$ cat src/rtl/scan_seq_pkg.sv
package scan_seq_pkg;

    typedef enum logic [3:0] {
        ST_IDLE,
        ST_STOP,
        ST_GATE,
        ST_SCA,
        ST_GAP_A,
        ST_SCB,
        ST_GAP_B,
        ST_RESTART,
        ST_RELEASE
    } seq_state_t;

    typedef struct packed {
        logic stop;
        logic gate;
        logic sca;
        logic scb;
        logic done;
    } scan_ctl_t;

    function automatic scan_ctl_t ctl_of(seq_state_t s);
        scan_ctl_t c;
        c = '0;
        case (s)
            ST_STOP:    c.stop = 1'b1;
            ST_GATE,
            ST_GAP_A,
            ST_GAP_B:   begin c.stop = 1'b1; c.gate = 1'b1; end
            ST_SCA:     begin c.stop = 1'b1; c.gate = 1'b1; c.sca = 1'b1; end
            ST_SCB:     begin c.stop = 1'b1; c.gate = 1'b1; c.scb = 1'b1; end
            ST_RESTART: c.gate = 1'b1;
            ST_RELEASE: c.done = 1'b1;
            default:    c = '0;
        endcase
        return c;
    endfunction

    function automatic int unsigned max3(int unsigned a, int unsigned b, int unsigned c);
        int unsigned m;
        m = (a > b) ? a : b;
        return (m > c) ? m : c;
    endfunction

endpackage

$ cat src/rtl/scan_seq_ctrl.sv
module scan_seq_ctrl
    import scan_seq_pkg::*;
#(
    parameter int unsigned LEN_W     = 5,
    parameter int unsigned PULSE_CYC = 1,
    parameter int unsigned GAP_CYC   = 1,
    parameter int unsigned PRE_CYC   = 1
) (
    input  logic             clk,
    input  logic             rst,
    input  logic             start_i,
    input  logic [LEN_W-1:0] shift_len_i,
    output scan_ctl_t        ctl_o
);
    localparam int unsigned LONGEST = max3(PULSE_CYC, GAP_CYC, PRE_CYC);
    localparam int unsigned TW      = $clog2(LONGEST + 1);
    localparam logic [TW-1:0] PULSE_LD = TW'(PULSE_CYC - 1);
    localparam logic [TW-1:0] GAP_LD   = TW'(GAP_CYC - 1);
    localparam logic [TW-1:0] PRE_LD   = TW'(PRE_CYC - 1);

    seq_state_t       state, state_n;
    logic [TW-1:0]    cnt, cnt_n;
    logic [LEN_W-1:0] steps, steps_n;
    logic             cnt_zero;

    assign cnt_zero = (cnt == '0);

    always_comb begin
        state_n = state;
        cnt_n   = cnt;
        steps_n = steps;
        case (state)
            ST_IDLE: if (start_i) begin
                steps_n = shift_len_i;
                state_n = ST_STOP;
            end
            ST_STOP: state_n = ST_GATE;
            ST_GATE: if (steps == '0) begin
                state_n = ST_RESTART;
                cnt_n   = PRE_LD;
            end else begin
                state_n = ST_SCA;
                cnt_n   = PULSE_LD;
            end
            ST_SCA: if (!cnt_zero) cnt_n = cnt - TW'(1);
                    else begin state_n = ST_GAP_A; cnt_n = GAP_LD; end
            ST_GAP_A: if (!cnt_zero) cnt_n = cnt - TW'(1);
                      else begin state_n = ST_SCB; cnt_n = PULSE_LD; end
            ST_SCB: if (!cnt_zero) cnt_n = cnt - TW'(1);
                    else begin state_n = ST_GAP_B; cnt_n = GAP_LD; end
            ST_GAP_B: if (!cnt_zero) cnt_n = cnt - TW'(1);
                else begin
                    steps_n = steps - LEN_W'(1);
                    if (steps == LEN_W'(1)) begin
                        state_n = ST_RESTART;
                        cnt_n   = PRE_LD;
                    end else begin
                        state_n = ST_SCA;
                        cnt_n   = PULSE_LD;
                    end
                end
            ST_RESTART: if (!cnt_zero) cnt_n = cnt - TW'(1);
                        else state_n = ST_RELEASE;
            ST_RELEASE: state_n = ST_IDLE;
            default:    state_n = ST_IDLE;
        endcase
    end

    always_ff @(posedge clk) begin
        if (rst) begin
            state <= ST_IDLE;
            cnt   <= '0;
            steps <= '0;
        end else begin
            state <= state_n;
            cnt   <= cnt_n;
            steps <= steps_n;
        end
    end

    assign ctl_o = ctl_of(state);

endmodule

$ cat src/rtl/scan_cell.sv
module scan_cell (
    input  logic clk,
    input  logic rst,
    input  logic run_i,
    input  logic func_d_i,
    input  logic sca_i,
    input  logic scb_i,
    input  logic prev_i,
    output logic q_o,
    output logic sq_o
);
    always_ff @(posedge clk) begin
        if (rst) begin
            q_o  <= 1'b0;
            sq_o <= 1'b0;
        end else begin
            if (run_i)      q_o <= func_d_i;
            else if (scb_i) q_o <= prev_i;
            if (sca_i)      sq_o <= q_o;
        end
    end
endmodule

$ cat src/rtl/scan_chain.sv
module scan_chain #(
    parameter int unsigned N_CELLS = 8
) (
    input  logic               clk,
    input  logic               rst,
    input  logic               run_i,
    input  logic               sca_i,
    input  logic               scb_i,
    input  logic               scan_in_i,
    input  logic [N_CELLS-1:0] func_d_i,
    output logic [N_CELLS-1:0] q_o,
    output logic               scan_out_o
);
    logic [N_CELLS-1:0] sq;
    logic [N_CELLS:0]   link;

    assign link[0] = scan_in_i;

    for (genvar i = 0; i < N_CELLS; i++) begin : g_cell
        scan_cell u_cell (
            .clk      (clk),
            .rst      (rst),
            .run_i    (run_i),
            .func_d_i (func_d_i[i]),
            .sca_i    (sca_i),
            .scb_i    (scb_i),
            .prev_i   (link[i]),
            .q_o      (q_o[i]),
            .sq_o     (sq[i])
        );
        assign link[i+1] = sq[i];
    end

    assign scan_out_o = link[N_CELLS];
endmodule

$ cat src/rtl/scan_seq_top.sv
module scan_seq_top
    import scan_seq_pkg::*;
#(
    parameter int unsigned N_CELLS   = 8,
    parameter int unsigned LEN_W     = 5,
    parameter int unsigned PULSE_CYC = 1,
    parameter int unsigned GAP_CYC   = 1,
    parameter int unsigned PRE_CYC   = 1
) (
    input  logic               clk,
    input  logic               rst,
    input  logic               start_i,
    input  logic [LEN_W-1:0]   shift_len_i,
    input  logic               scan_in_i,
    input  logic [N_CELLS-1:0] func_d_i,
    output logic               clk_stop_o,
    output logic               gate_low_o,
    output logic               sca_o,
    output logic               scb_o,
    output logic               done_o,
    output logic               scan_out_o,
    output logic [N_CELLS-1:0] chain_q_o
);
    scan_ctl_t ctl;

    scan_seq_ctrl #(
        .LEN_W     (LEN_W),
        .PULSE_CYC (PULSE_CYC),
        .GAP_CYC   (GAP_CYC),
        .PRE_CYC   (PRE_CYC)
    ) u_ctrl (
        .clk         (clk),
        .rst         (rst),
        .start_i     (start_i),
        .shift_len_i (shift_len_i),
        .ctl_o       (ctl)
    );

    scan_chain #(
        .N_CELLS (N_CELLS)
    ) u_chain (
        .clk        (clk),
        .rst        (rst),
        .run_i      (!ctl.stop),
        .sca_i      (ctl.sca),
        .scb_i      (ctl.scb),
        .scan_in_i  (scan_in_i),
        .func_d_i   (func_d_i),
        .q_o        (chain_q_o),
        .scan_out_o (scan_out_o)
    );

    assign clk_stop_o = ctl.stop;
    assign gate_low_o = ctl.gate;
    assign sca_o      = ctl.sca;
    assign scb_o      = ctl.scb;
    assign done_o     = ctl.done;
endmodule

$ cat config.mk
export PLATFORM = sky130hd
export DESIGN_NAME = scan_seq_top
export DESIGN_NICKNAME = d
export VERILOG_FILES = /design/src/rtl/scan_seq_pkg.sv /design/src/rtl/scan_seq_ctrl.sv /design/src/rtl/scan_cell.sv /design/src/rtl/scan_chain.sv /design/src/rtl/scan_seq_top.sv
export SDC_FILE = /design/constraint.sdc
export NUM_CORES = 1
export LEC_CHECK = 0
export ABC_CLOCK_PERIOD_IN_PS = 1500
export BUFFER_PORTS_ARGS = -buffer_cell sky130_fd_sc_hd__buf_2
export CAP_MARGIN = 5
export CORE_MARGIN = 2
export CORE_UTILIZATION = 45
export CTS_CLUSTER_SIZE = 30
export DETAILED_ROUTE_END_ITERATION = 7
export HOLD_SLACK_MARGIN = 0.12
export PLACE_DENSITY_LB_ADDON = 0.15
export SLEW_MARGIN = 15
export SYNTH_ARGS = -nofsm -noshare
export SYNTH_HDL_FRONTEND = slang
export SYNTH_SLANG_ARGS = --single-unit
export TNS_END_PERCENT = 100
$ cat constraint.sdc
create_clock -name clk -period 1.5 [get_ports clk]
set_input_delay 0.15 -clock clk [delete_from_list [all_inputs] [get_ports clk]]
set_output_delay 0.15 -clock clk [all_outputs]
set_load 0.02 [all_outputs]
# == Yosys cells after proc, flatten, opt, wreduce, memory -nomap -nowiden ==
# Cells that the tools add are included.
# word_totals
ff_bits,26
inputBits,17
word_cells,81
# op_classes
add_sub_neg,2
n_eq_ne,16
muxes,35
n_reduce_logical,9
# ops
cell,count
4-bit one-hot mux with 8 select lines,1
4-bit two-way mux,6
1-bit two-way mux,22
"4-bit by 3-bit equality test with 1-bit output, second input constant",4
"2-bit != test, second input constant",6
6-bit OR reduction,2
5-bit two-way mux,2
5-bit one-hot mux with 2 select lines,1
"4-bit by 2-bit equality test with 1-bit output, second input constant",2
3-bit two-way mux,2
6-bit AND reduction,1
"5-bit by 1-bit equality test with 1-bit output, second input constant",1
5-bit logical NOT,1
5-bit OR reduction,1
"5-bit by 1-bit subtractor with 5-bit output, second input constant",1
"4-bit by 1-bit equality test with 1-bit output, second input constant",1
"4-bit equality test, second input constant",1
4-bit logical NOT,1
2-bit nonzero test,2
3-bit AND reduction,1
"2-bit by 1-bit != test with 1-bit output, second input constant",1
1-bit one-hot mux with 2 select lines,1
"1-bit subtractor, second input constant",1

# == Depth between registers and ports, before layout ==
# logic_depth
word_depth,4
ltp_mapped,7
ltp_nobuf,6

# == Modules after synthesis ==
# From an unflattened synthesis, not the netlist that was laid out.
# unflattened
cells_unflattened,128
area_unflattened_um2,1236.2
# by_module_without_submodules
module,instances,cells_per_inst,area_per_inst_um2,seq_area_each_um2
scan_cell,8,8,86.3,40.0
scan_seq_ctrl,1,63,541.8,180.2
scan_seq_top,1,1,3.8,0.0

# == Worst setup path before layout ==
# OpenSTA, ideal clock, no wires.
# synth_path
path_type,register to register
startpoint,register u_ctrl.state[2]
endpoint,register u_chain.g_cell[0].u_cell.q_o
setup_ns,0.151
arrival_ns,1.441
required_ns,1.349
slack_ns,-0.091
path_stages_with_launch,6
synth_period_minus_slack_ns,1.591
path_cell_list,dfxtp_1 buf_2 inv_2 nor4b_2 mux2i_1 a211oi_1
# synth_rtl
item,line,text
"start, declared",scan_seq_ctrl.sv:21,"seq_state_t state, state_n;"
"start signal, assigned",scan_seq_ctrl.sv:75,state <= state_n;
4-bit by 3-bit equality test with 1-bit output,scan_seq_pkg.sv:26,case (s)
1-bit two-way mux,scan_seq_pkg.sv:26,
via scb_o,scan_seq_top.sv:19,"output logic scb_o,"
2-bit by 1-bit != test with 1-bit output (no line),--,
"end signal, assigned",scan_cell.sv:17,if (run_i) q_o <= func_d_i;
"end signal, assigned",scan_cell.sv:18,else if (scb_i) q_o <= prev_i;
"end, declared",scan_cell.sv:9,"output logic q_o,"
# The timed path passes the listed nets, and every way through them passes these cells.
# A chain may end at the register's enable or synchronous reset.

# == Worst setup path in the final report ==
# layout_path
startpoint,register u_ctrl.state[2]
endpoint,register u_chain.g_cell[7].u_cell.q_o
# layout_between
elab_chain_cells,4
# layout_rtl
item,line
"4-bit by 1-bit equality test with 1-bit output, or another cell as far along",scan_seq_pkg.sv:26
6-bit OR reduction (no line),--
1-bit two-way mux,scan_seq_pkg.sv:26
2-bit by 1-bit != test with 1-bit output (no line) / 1-bit two-way mux (equally long branches),--
"end signal, assigned",scan_cell.sv:17
"end signal, assigned",scan_cell.sv:18
"end, declared",scan_cell.sv:9
# Several ways; a longest one is shown, not always the timed one.

==> results.md <==
* Post-route non-filler standard cell count at 230
* Vias in the first global route at roughly 1300
* Placer Congestion at 0.802
* Synth top area share at 0.392
* Syn nets at approximately 170
* DR DRC count at 0
* CTS tree: built
* Antenna Nets Post-Route at 0
* Yosys top cell by area: dfxtp_1
* Final #Nets at about 220
* Worst-path clk slew at about 0.15 ns
* Status: finished, violations left
* Hold_ws at 0.140 ns
* Leading cell type by number of instances after synthesis: dfxtp_1
* Drt pass-1 iters at 4
* CTS buffer count at 3
* Largest net degree at the start of global routing at 18
* Max-Cap Viols at 0
* Async set or reset register ratio after synthesis at 0
* Hold Path Depth at 3
* Max Clk Rate at about 0.63 GHz
* Syn Area/Cell at 8.57 µm²
* FF+latch count, synth at 25
* Sequential area share after synthesis at 0.392
* Vias at between 1000 and 1500
* Leakage power at 0.731 nW
* Setup CP Type: flop to flop
* Inst Count DP at just over 200
* Yosys cell types at 42
* Yosys warning total at 0
* Slew Limit Headroom at 0.673
* Ports at 31
* Routed WL at roughly 3.5 mm
* Ranking of synthesized cells by area: dfxtp_1, nand2_1, buf_4
* Final Hold Viols at 0
* FP Rows at 19
* GRT Overall Usage at 0.220
* Gate Count Post-Synth at between 100 and 150
* Clk sinks at 25
* Core region area at about 2700 µm²
* H-tree levels at 1
* # setup viols final at 10
* Minimum clock period at around 1.6 ns
* Vert. Die Dim at ~57 µm
* CTS root buffer: clkbuf_4
* Worst Reg-to-Reg Cells at 9
* Final Cycle Share at 1.05
* Startpoint Class: flop
* Pwr Density at 1070 nW/µm²
* Number of synthesized flops with an enable pin at 0
* Share of cells above drive strength 1 at 0.407
* Initial Utilization at 0.467
* Crit Reg-Reg Endpoint: u_chain.g_cell[7].u_cell.q_o
* VDD IR-drop max at 0.000755 V
* Data arrival, critical path at 1.81 ns
* Worst flop-to-flop path startpoint: u_ctrl.state[2]
* Critical Path Sink Type: flop
* Hpwl dp at ~2.2 mm
* Max Root-Sink Buffers at 2
* Overflow after GRT at 0
* Critical-path maximum fanout at 7
* Via density at 5.64
* CP Data Required Time at roughly 1.7 ns
* Clock latency on the worst-skew pair at between 0.3 and 0.4 ns
* RSZ-0062 raised after global routing: true
* Hold Path Sink: u_chain.g_cell[0].u_cell.q_o
* Synth Cell Area at 1280 µm²
* Hold Crit Class: primary input to flop
* Clk_skew at between 0.005 and 0.006 ns
* Global-route wire length before repair at roughly 5.7 mm
* Total negative slack at -0.681 ns
* Commonest cells in the netlist: dfxtp_1, nand2_1, a21oi_1
* Ant. Diodes at 0
* WL/cell at 15.3 µm
* # port buffers at 30
* Most used DFF post-synth: dfxtp_1
* Die ar. at between 3000 and 4000 µm²
* Max-slew violation count at 0
* Hold path startpoint: func_d_i[0]
* Chip width at ~57 µm
* Failing checks: negative setup slack
* R2r setup slk at -0.08 ns
* Area Growth Syn to Fin at 40.6%
* Initial DRC count at 54
* Worst-Margin Slew at 0.489 ns
* Number of antenna violations at the first check in global routing at 0
* Setup ws final at -0.0791 ns
[sequential cells by signal (all words and copies together) (netlist names)]
signal	count
u_ctrl.steps	5
u_ctrl.state	4
u_chain.g_cell.u_cell.q_o	8
u_chain.g_cell.u_cell.sq_o	8
[cell type report]
| class | instances | area, µm² |
|---|---|---|
| fill | 230 | 937 |
| multi-input combinational | 101 | 711 |
| sequential | 25 | 510 |
| timing repair buffer | 65 | 482 |
| tap | 31 | 38.8 |
| inverter | 4 | 25.0 |
| clock buffer | 3 | 22.5 |
| clock inverter | 1 | 7.51 |
[power by group]
group          switching [mW]  internal (mW)
clock                   0.219          0.102
sequential             0.0875          0.738
combinational           0.379          0.389
[how the worst max path moves through the flow]
| stage | slack, ns | end | from | depth (start not counted) |
|---|---|---|---|---|
| floorplan | -0.09 | u_chain.g_cell[0].u_cell.q_o | u_ctrl.state[2] | 5 |
| global placement | 0.08 | u_ctrl.steps[4] | u_ctrl.state[1] | 4 |
| finish | -0.08 | u_chain.g_cell[7].u_cell.q_o | u_ctrl.state[2] | 9 |
| CTS | -0.07 | clk_stop_o | u_ctrl.state[2] | 5 |
| global route | -0.15 | u_chain.g_cell[2].u_cell.q_o | u_ctrl.state[2] | 9 |
| detailed placement | 0.007 | u_ctrl.steps[4] | u_ctrl.state[1] | 4 |
[cell families after synthesis]
kind of cell / share of synthesized area
adders and majority gates: 0.0196
DFF: 0.392
and+or+nand+nor: 0.195
muxes: 0.0245
AOI/OAI and AO/OA: 0.264
xor gates and xnor gates: 0.00686
buffers and inverters: 0.0979
[critical path: stages (launching register included)]
cell and delay (ns):
dfxtp_2 0.37, buf_6 0.12, and2_4 0.15, a211oi_2 0.20
buf_4 0.14, buf_4 0.09, buf_4 0.09, nor2_1 0.03
buf_4 0.18, o2bb2ai_1 0.12
[cells in the final DEF, fill, tap and decap left out, drive strengths merged, types with 4 or more instances in the layout]
master,count
a22oi,7
nand2,23
a22o,7
dfxtp,25
inv,4
a21oi,13
nor2,7
o2bb2ai,7
buf,54
dlygate4sd3,11
[repair_timing]
action,4_1_cts,5_1_grt
setup endpoints to repair,5,19
endpoints found under the hold margin,11,0
buffers inserted,8,3
gates resized for setup,20,15
hold buffers,11,0
pin swaps,2,4
[through the flow]
step                      total power, mW   util  area (µm²)  setup WS [ns]
after floorplan                      1.24      -        1280        -0.0913
after global placement               1.38  0.532        1450         0.0770
after detailed placement             1.40  0.532        1450        0.00724
after CTS                            1.85  0.628        1720        -0.0737
after global routing                 2.03  0.657        1800         -0.149
final                                1.91  0.657        1800        -0.0791
[metal layers]
metal  global-route usage  share of wire  vias up
met1                0.280           0.43      624
met3               0.0454          0.042       10
met5                    0              0        -
met2                0.366           0.50       35
met4               0.0831          0.025        0
li1                     -              -      629
(Power assumes the default switching activity.)
